$ cat config.mk
export PLATFORM = sky130hd
export DESIGN_NAME = cyc_code_serial
export DESIGN_NICKNAME = d
export VERILOG_FILES = /design/src/rtl/cyc_pkg.sv /design/src/rtl/cyc_word_counter.sv /design/src/rtl/cyc_shift_core.sv /design/src/rtl/cyc_code_serial.sv
export SDC_FILE = /design/constraint.sdc
export NUM_CORES = 1
export LEC_CHECK = 0
export ABC_CLOCK_PERIOD_IN_PS = 2500
export BUFFER_PORTS_ARGS = -buffer_cell sky130_fd_sc_hd__buf_2
export CAP_MARGIN = 40
export CORE_MARGIN = 5
export CORE_UTILIZATION = 53
export DETAILED_ROUTE_END_ITERATION = 8
export PLACE_DENSITY = 0.83
export SETUP_SLACK_MARGIN = 0.2
export SLEW_MARGIN = 20
export SYNTH_ARGS = -nofsm -noshare
export SYNTH_HDL_FRONTEND = slang
export SYNTH_HIERARCHICAL = 1
export SYNTH_SLANG_ARGS = --single-unit
$ cat constraint.sdc
create_clock -name clk -period 2.5 [get_ports clk]
set_clock_uncertainty 0.05 [all_clocks]
set_input_delay 0.25 -clock clk [delete_from_list [all_inputs] [get_ports clk]]
set_output_delay 0.25 -clock clk [all_outputs]
set_load 0.03 [all_outputs]
$ cat src/rtl/cyc_pkg.sv
// Shared types for the serial cyclic code unit.
package cyc_pkg;
    // Operation selected for one word.
    typedef enum logic [1:0] {
        MODE_MUL = 2'b00,  // non-systematic: multiply by g(x)
        MODE_SYS = 2'b01,  // systematic: data then remainder
        MODE_CHK = 2'b10   // syndrome computation
    } cyc_mode_e;
endpackage

$ cat src/rtl/cyc_word_counter.sv
// Counts the accepted bits of one word.
// Assumes: start and accept are never high together (the top guarantees this).
// active is high from start until the last bit of the word has been accepted.
module cyc_word_counter #(
    parameter int N  = 7,
    localparam int IW = (N > 1) ? $clog2(N) : 1
) (
    input  logic          clk,
    input  logic          rst_n,
    input  logic          start,
    input  logic          accept,
    output logic [IW-1:0] idx,
    output logic          active,
    output logic          last
);
    localparam logic [IW-1:0] LAST_IDX = IW'(N - 1);

    assign last = accept && (idx == LAST_IDX);

    // Bit index and word-open flag.
    always_ff @(posedge clk) begin
        if (!rst_n) begin
            idx    <= '0;
            active <= 1'b0;
        end else if (start) begin
            idx    <= '0;
            active <= 1'b1;
        end else if (last) begin
            idx    <= '0;
            active <= 1'b0;
        end else if (accept) begin
            idx    <= idx + 1'b1;
        end
    end

    // the index never goes past the last position of a word
    a_r8_idx_bound: assert property (@(posedge clk) disable iff (!rst_n)
        idx <= LAST_IDX);

    // once the last bit has been accepted the word closes
    a_r9_close_after_last: assert property (@(posedge clk) disable iff (!rst_n)
        (last && !start) |=> !active);
endmodule

$ cat src/rtl/cyc_shift_core.sv
// Shift stages with XOR feedback, shared by the three operations.
// Generator GEN is given as R+1 coefficients, GEN[R] and GEN[0] both 1.
// MUL: the stages act as a delay line of the input; the output is the
//      tapped sum, which gives the coefficients of d(x)*g(x), highest first.
// SYS: data phase divides x^R*d(x) by g(x); parity phase shifts the remainder out.
// CHK: divides the received polynomial by g(x); the stages end with the remainder.
// Assumes: R >= 2, and the caller holds din at 0 after the data bits in MUL mode.
module cyc_shift_core
    import cyc_pkg::*;
#(
    parameter int         R   = 3,
    parameter logic [R:0] GEN = 4'b1011
) (
    input  logic         clk,
    input  logic         rst_n,
    input  logic         clear,
    input  logic         shift_en,
    input  cyc_mode_e    mode,
    input  logic         parity_phase,
    input  logic         din,
    output logic         dout,
    output logic [R-1:0] stages,
    output logic [R-1:0] stages_nxt
);
    logic [R-1:0] st;
    logic         fb;

    assign stages = st;

    // Next stage contents and output bit for the selected operation.
    always_comb begin
        stages_nxt = st;
        dout       = 1'b0;
        fb         = 1'b0;
        case (mode)
            MODE_MUL: begin
                stages_nxt = {st[R-2:0], din};
                dout       = din & GEN[R];
                for (int j = 0; j < R; j++) begin
                    dout = dout ^ (GEN[j] & st[R-1-j]);
                end
            end
            MODE_SYS: begin
                if (!parity_phase) begin
                    fb            = din ^ st[R-1];
                    stages_nxt[0] = GEN[0] & fb;
                    for (int i = 1; i < R; i++) begin
                        stages_nxt[i] = st[i-1] ^ (GEN[i] & fb);
                    end
                    dout = din;
                end else begin
                    stages_nxt = {st[R-2:0], 1'b0};
                    dout       = st[R-1];
                end
            end
            default: begin
                fb            = st[R-1];
                stages_nxt[0] = din ^ (GEN[0] & fb);
                for (int i = 1; i < R; i++) begin
                    stages_nxt[i] = st[i-1] ^ (GEN[i] & fb);
                end
                dout = din;
            end
        endcase
    end

    // Stage register: cleared at the start of a word, advanced per accepted bit.
    always_ff @(posedge clk) begin
        if (!rst_n) begin
            st <= '0;
        end else if (clear) begin
            st <= '0;
        end else if (shift_en) begin
            st <= stages_nxt;
        end
    end

    // a start leaves all stages empty
    a_r8_clear_empties: assert property (@(posedge clk) disable iff (!rst_n)
        clear |=> (stages == '0));

    // the stages only change when a bit is shifted or a word starts
    a_r8_hold_when_idle: assert property (@(posedge clk) disable iff (!rst_n)
        (!clear && !shift_en) |=> $stable(stages));
endmodule

$ cat src/rtl/cyc_code_serial.sv
// Bit-serial (7,4) cyclic code encoder / syndrome checker, g(x) = x^3 + x + 1.
// A start pulse takes the mode and opens a word of N accepted bits, highest
// coefficient first. Each accepted bit produces one registered output bit.
// After the last bit, done pulses; in check mode the syndrome and error flag
// are loaded at that point and held until the next start.
// Assumes: mode is only sampled at start; mode 2'b11 behaves as check.
module cyc_code_serial
    import cyc_pkg::*;
#(
    parameter int             N   = 7,
    parameter int             K   = 4,
    parameter logic [N-K:0]   GEN = 4'b1011,
    localparam int            R   = N - K,
    localparam int            IW  = (N > 1) ? $clog2(N) : 1
) (
    input  logic         clk,
    input  logic         rst_n,
    input  logic         start,
    input  logic [1:0]   mode,
    input  logic         in_valid,
    input  logic         in_bit,
    output logic         out_valid,
    output logic         out_bit,
    output logic         done,
    output logic [R-1:0] syndrome,
    output logic         word_err
);
    cyc_mode_e    mode_q;
    logic [IW-1:0] idx;
    logic          active;
    logic          last;
    logic          accept;
    logic          parity_phase;
    logic          din_eff;
    logic          dout;
    logic [R-1:0]  stages;
    logic [R-1:0]  stages_nxt;

    assign accept       = in_valid && active && !start;
    assign parity_phase = (idx >= IW'(K));
    // Filler bits after the data are forced to zero in the encode modes.
    assign din_eff      = (mode_q != MODE_CHK && parity_phase) ? 1'b0 : in_bit;

    cyc_word_counter #(.N(N)) u_count (
        .clk    (clk),
        .rst_n  (rst_n),
        .start  (start),
        .accept (accept),
        .idx    (idx),
        .active (active),
        .last   (last)
    );

    cyc_shift_core #(.R(R), .GEN(GEN)) u_core (
        .clk          (clk),
        .rst_n        (rst_n),
        .clear        (start),
        .shift_en     (accept),
        .mode         (mode_q),
        .parity_phase (parity_phase),
        .din          (din_eff),
        .dout         (dout),
        .stages       (stages),
        .stages_nxt   (stages_nxt)
    );

    // Mode taken at start; the unused code is treated as check.
    always_ff @(posedge clk) begin
        if (!rst_n) begin
            mode_q <= MODE_MUL;
        end else if (start) begin
            case (mode)
                2'b00:   mode_q <= MODE_MUL;
                2'b01:   mode_q <= MODE_SYS;
                default: mode_q <= MODE_CHK;
            endcase
        end
    end

    // Registered serial output and end-of-word strobe.
    always_ff @(posedge clk) begin
        if (!rst_n) begin
            out_valid <= 1'b0;
            out_bit   <= 1'b0;
            done      <= 1'b0;
        end else begin
            out_valid <= accept;
            out_bit   <= accept ? dout : 1'b0;
            done      <= last;
        end
    end

    // Syndrome and error flag: cleared by start, loaded at the end of a check word.
    always_ff @(posedge clk) begin
        if (!rst_n) begin
            syndrome <= '0;
            word_err <= 1'b0;
        end else if (start) begin
            syndrome <= '0;
            word_err <= 1'b0;
        end else if (last && mode_q == MODE_CHK) begin
            syndrome <= stages_nxt;
            word_err <= |stages_nxt;
        end
    end

    // an accepted bit produces an output bit in the next cycle
    a_r7_out_follows_accept: assert property (@(posedge clk) disable iff (!rst_n)
        accept |=> out_valid);

    // no output bit without an accepted input bit
    a_r7_no_spurious_out: assert property (@(posedge clk) disable iff (!rst_n)
        !accept |=> !out_valid);

    // multiplication drains the stages back to zero at the end of a word
    a_r2_mul_drains: assert property (@(posedge clk) disable iff (!rst_n)
        (done && mode_q == MODE_MUL) |-> (stages == '0));

    // all remainder bits have been shifted out at the end of a word
    a_r3_sys_drains: assert property (@(posedge clk) disable iff (!rst_n)
        (done && mode_q == MODE_SYS) |-> (stages == '0));

    // in check mode the stages hold the reported syndrome when done pulses
    a_r5_syn_in_stages: assert property (@(posedge clk) disable iff (!rst_n)
        (done && mode_q == MODE_CHK) |-> (syndrome == stages));

    // done is a single-cycle strobe
    a_r5_done_pulse: assert property (@(posedge clk) disable iff (!rst_n)
        done |=> !done);

    // the syndrome only moves at a start or the end of a word
    a_r11_syn_hold: assert property (@(posedge clk) disable iff (!rst_n)
        (!start && !last) |=> ($stable(syndrome) && $stable(word_err)));
endmodule

==> impl_results.md <==
* Post-DR wirelength/cell at around 13 µm
* Top post-synthesis cells by count: dfxtp_1 (16), nor2_1 (9), nand2b_1 (7)
* Crit Path Category: flop to flop
* Vias in the first global route at 614
* Share of layout cells above drive strength 1 at 23.1%
* Comb pwr share at 8.4%
* Internal at about 370 µW
* Rows at 14
* Clock Pin Slew Worst Setup and Hold Paths at roughly 0.1 ns
* Crit-path max FO at 9
* Total Routing Usage GR at between 10% and 20%
* Asr flop ratio synth at 0%
* Hold_ws at 0.168 ns
* Crit start category: flop
* Post-synth net total at 100
* Final #Nets at 118
* Worst path cell trace: nand2b_1 -> a21boi_1 -> nor3b_1 -> and2_1 -> nor2_1 -> xnor2_1 -> nor4_2 -> nor3_2
* Detailed Route WL at approximately 1600 µm
* Slowest-stage cell, CP: dfxtp_1
* Max cap viols at 0
* Root buffer cell: clkbuf_4
* Largest net degree at the start of global routing at 11
* Power, Total at 478 µW
* Share of power burned in registers at 55.2%
* Fin crit period at 2.17 ns
* IO Pins at 14
* Storage element area at 320 µm²
* Hold Fails Final Rpt at 0
* DR DRC count at 0
* Worst Hold Class: primary input to flop
* Unrepaired setup endpoints after global routing: no
* Die H at roughly 49 µm
* Top post-synthesis cells by area: dfxtp_1 (39%), mux2i_1 (7.3%), nand2b_1 (5.3%), nor2_1 (4.1%), a21oi_1 (3.0%)
* Clock share of power at 36.4%
* Post-synthesis area per instance at roughly 9.1 µm²
* Layout area overhead at 15.2%
* Switching part of the total at 23.4%
* Vias at about 700
* Max VDD drop at 0.306 mV
* Ys Warns at 6
* Slew Limit Fails at 0
* Initial Util at 55.4%
* Post-DP HPWL at 1190 µm
* LEAKAGE at between 0.4 and 0.5 nW
* Post-synthesis register bit count at 16
* Main synth FF type: dfxtp_1
* Initial antenna violation count at 0
* Worst path max stage delay at roughly 0.51 ns
* Overall die width at 49.4 µm
* Clock Latency Late Sink at around 0.29 ns
* Routed vias/inst at between 5 and 6
* Setup violators final at 0
* H-tree levels at 1
* 1st-pass router iterations at 4
* Setup crit end kind: flop
* Gr ovfl total at 0
* Layout Cells excl Fill at 124
* First-pass GRT wire length at 2650 µm
* Cell area after synthesis at 825 µm²
* Cells after synthesis at 91
* Fmax at 460 MHz
* Hold_buf cts at 0
* Post-synth EDFFs at 0
* I/O Buffers at 13
* Post-synthesis sequential area ratio at 38.8%
* Num CTS Buffers at 3
* Count leader, synth: dfxtp_1
* Core Util, Final at 63.8%
* CTS sink count at 16
* Synth top area share at approximately 40%
* Placed Cells at 120
* RD Place Congestion at 0.765
* Cell Pwr Density at slightly above 500 nW/µm²
* # diodes at 0
* First DRT Iteration DRCs at 10
* Yosys cell types at 32
* Outcome: finished clean
* CTS tree: built
* Critical Path AT at 2.31 ns
* Fillers at 130
* Die area at 2440 µm²
* ANT nets after route at 0
* WP data required at 2.63 ns
* Clock buffer depth at 2
* Multi-input gate area at 482 µm²
* Post-CTS setup buffer count at 0
* Relative slew margins at 68.4%
* Worst-margin pin slew at 0.472 ns
* Core area at 1490 µm²
* Final period util at 86.9%
* Setup tns final at 0 ns
* Net Sw Power at 112 µW
* Leading area contributor after synthesis: dfxtp_1
## state kept, by name, indices dropped and copies added, names as in the netlist
register and flops:
u_count/active 1, out_bit 1, mode_q 2, u_core/stages 3
done 1, word_err 1, out_valid 1, u_count/idx 3
syndrome 3
## per-layer routing
| metal | global-route usage, % | vias to the layer above | routed length [µm] |
|---|---|---|---|
| met5 | 0 | - | 0 |
| met4 | 6.55 | 0 | 17 |
| met3 | 2.75 | 4 | 83 |
| met2 | 22.1 | 27 | 796 |
| met1 | 17.4 | 303 | 676 |
| li1 | - | 350 | - |
## stage by stage
stage / setup WS [ns] / instance area [µm²]
6_report: 0.327 / 950
5_1_grt: 0.204 / 950
4_1_cts: 0.264 / 950
3_5_place_dp: 0.356 / 913
3_3_place_gp: 0.515 / 913
2_1_floorplan: 0.435 / 825
## path summary, 6_finish.rpt
check                                     from             end  slack, ns  depth (start not counted)
worst max-delay path                 mode_q[1]        word_err       0.33                          8
worst min-delay path                   mode[0]       mode_q[0]       0.17                          3
worst max register to register       mode_q[1]        word_err       0.33                          8
worst min register to register  u_count/active  u_count/active       0.42                          2
## power groups by stage
stage / registers (mW) / logic, mW / clock network, mW
2_1_floorplan: 0.270 / 0.0237 / 0
6_report: 0.264 / 0.0404 / 0.174
3_3_place_gp: 0.269 / 0.0381 / 0
5_1_grt: 0.265 / 0.0441 / 0.196
3_5_place_dp: 0.270 / 0.0395 / 0
4_1_cts: 0.264 / 0.0398 / 0.181
## area by class of cell
type / count / share of cell area [%]
Inverter: 3 / 1.19
Multi-Input combinational cell: 70 / 50.7
Sequential cell: 16 / 33.7
Timing Repair Buffer: 15 / 8.43
Clock buffer: 4 / 3.82
Tap cell: 16 / 2.11
## what timing repair did
action,CTS,global route
resized for setup,0,1
setup endpoints to repair,0,1
endpoints found under the hold margin,0,0
## cells by family (layout without fill, tap and decap cells)
| kind of cell | Yosys count | count (layout) | synth area share [%] |
|---|---|---|---|
| AND/OR/NAND/NOR | 44 | 44 | 33.8 |
| AO/OA/AOI/OAI | 16 | 16 | 12.1 |
| flip-flops | 16 | 16 | 38.8 |
| multiplexers | 6 | 6 | 7.28 |
| buffers and inverters | 5 | 22 | 2.73 |
| adder cells (fa/ha/maj) | 2 | 2 | 3.03 |
| XOR/XNOR | 2 | 2 | 2.12 |
## placed cells by master, fill, tap and decap left out, types with 2 or more instances in the layout
cell,synthesis,routed
nand3b_1,3,3
xnor2_1,2,2
nand2b_1,7,7
o21ai_0,4,4
and2_1,4,4
nor2b_1,3,3
buf_4,1,2
a21boi_1,1,2
clkbuf_4,0,3
inv_1,3,3
nor2_1,9,9
nor3b_1,2,2
nand2_1,6,6
a21oi_1,5,5
nand3_1,2,2
ha_1,2,2
mux2i_1,6,6
dfxtp_1,16,16
buf_2,0,13
## critical path: cells and delay by family, from the launching register on
| kind | cells | cell delay [ns] |
|---|---|---|
| AND/OR/NAND/NOR | 6 | 1.07 |
| AO/OA/AOI/OAI | 1 | 0.27 |
| flip-flops | 1 | 0.51 |
| XOR/XNOR | 1 | 0.15 |
Power figures use the tool's default switching activity.
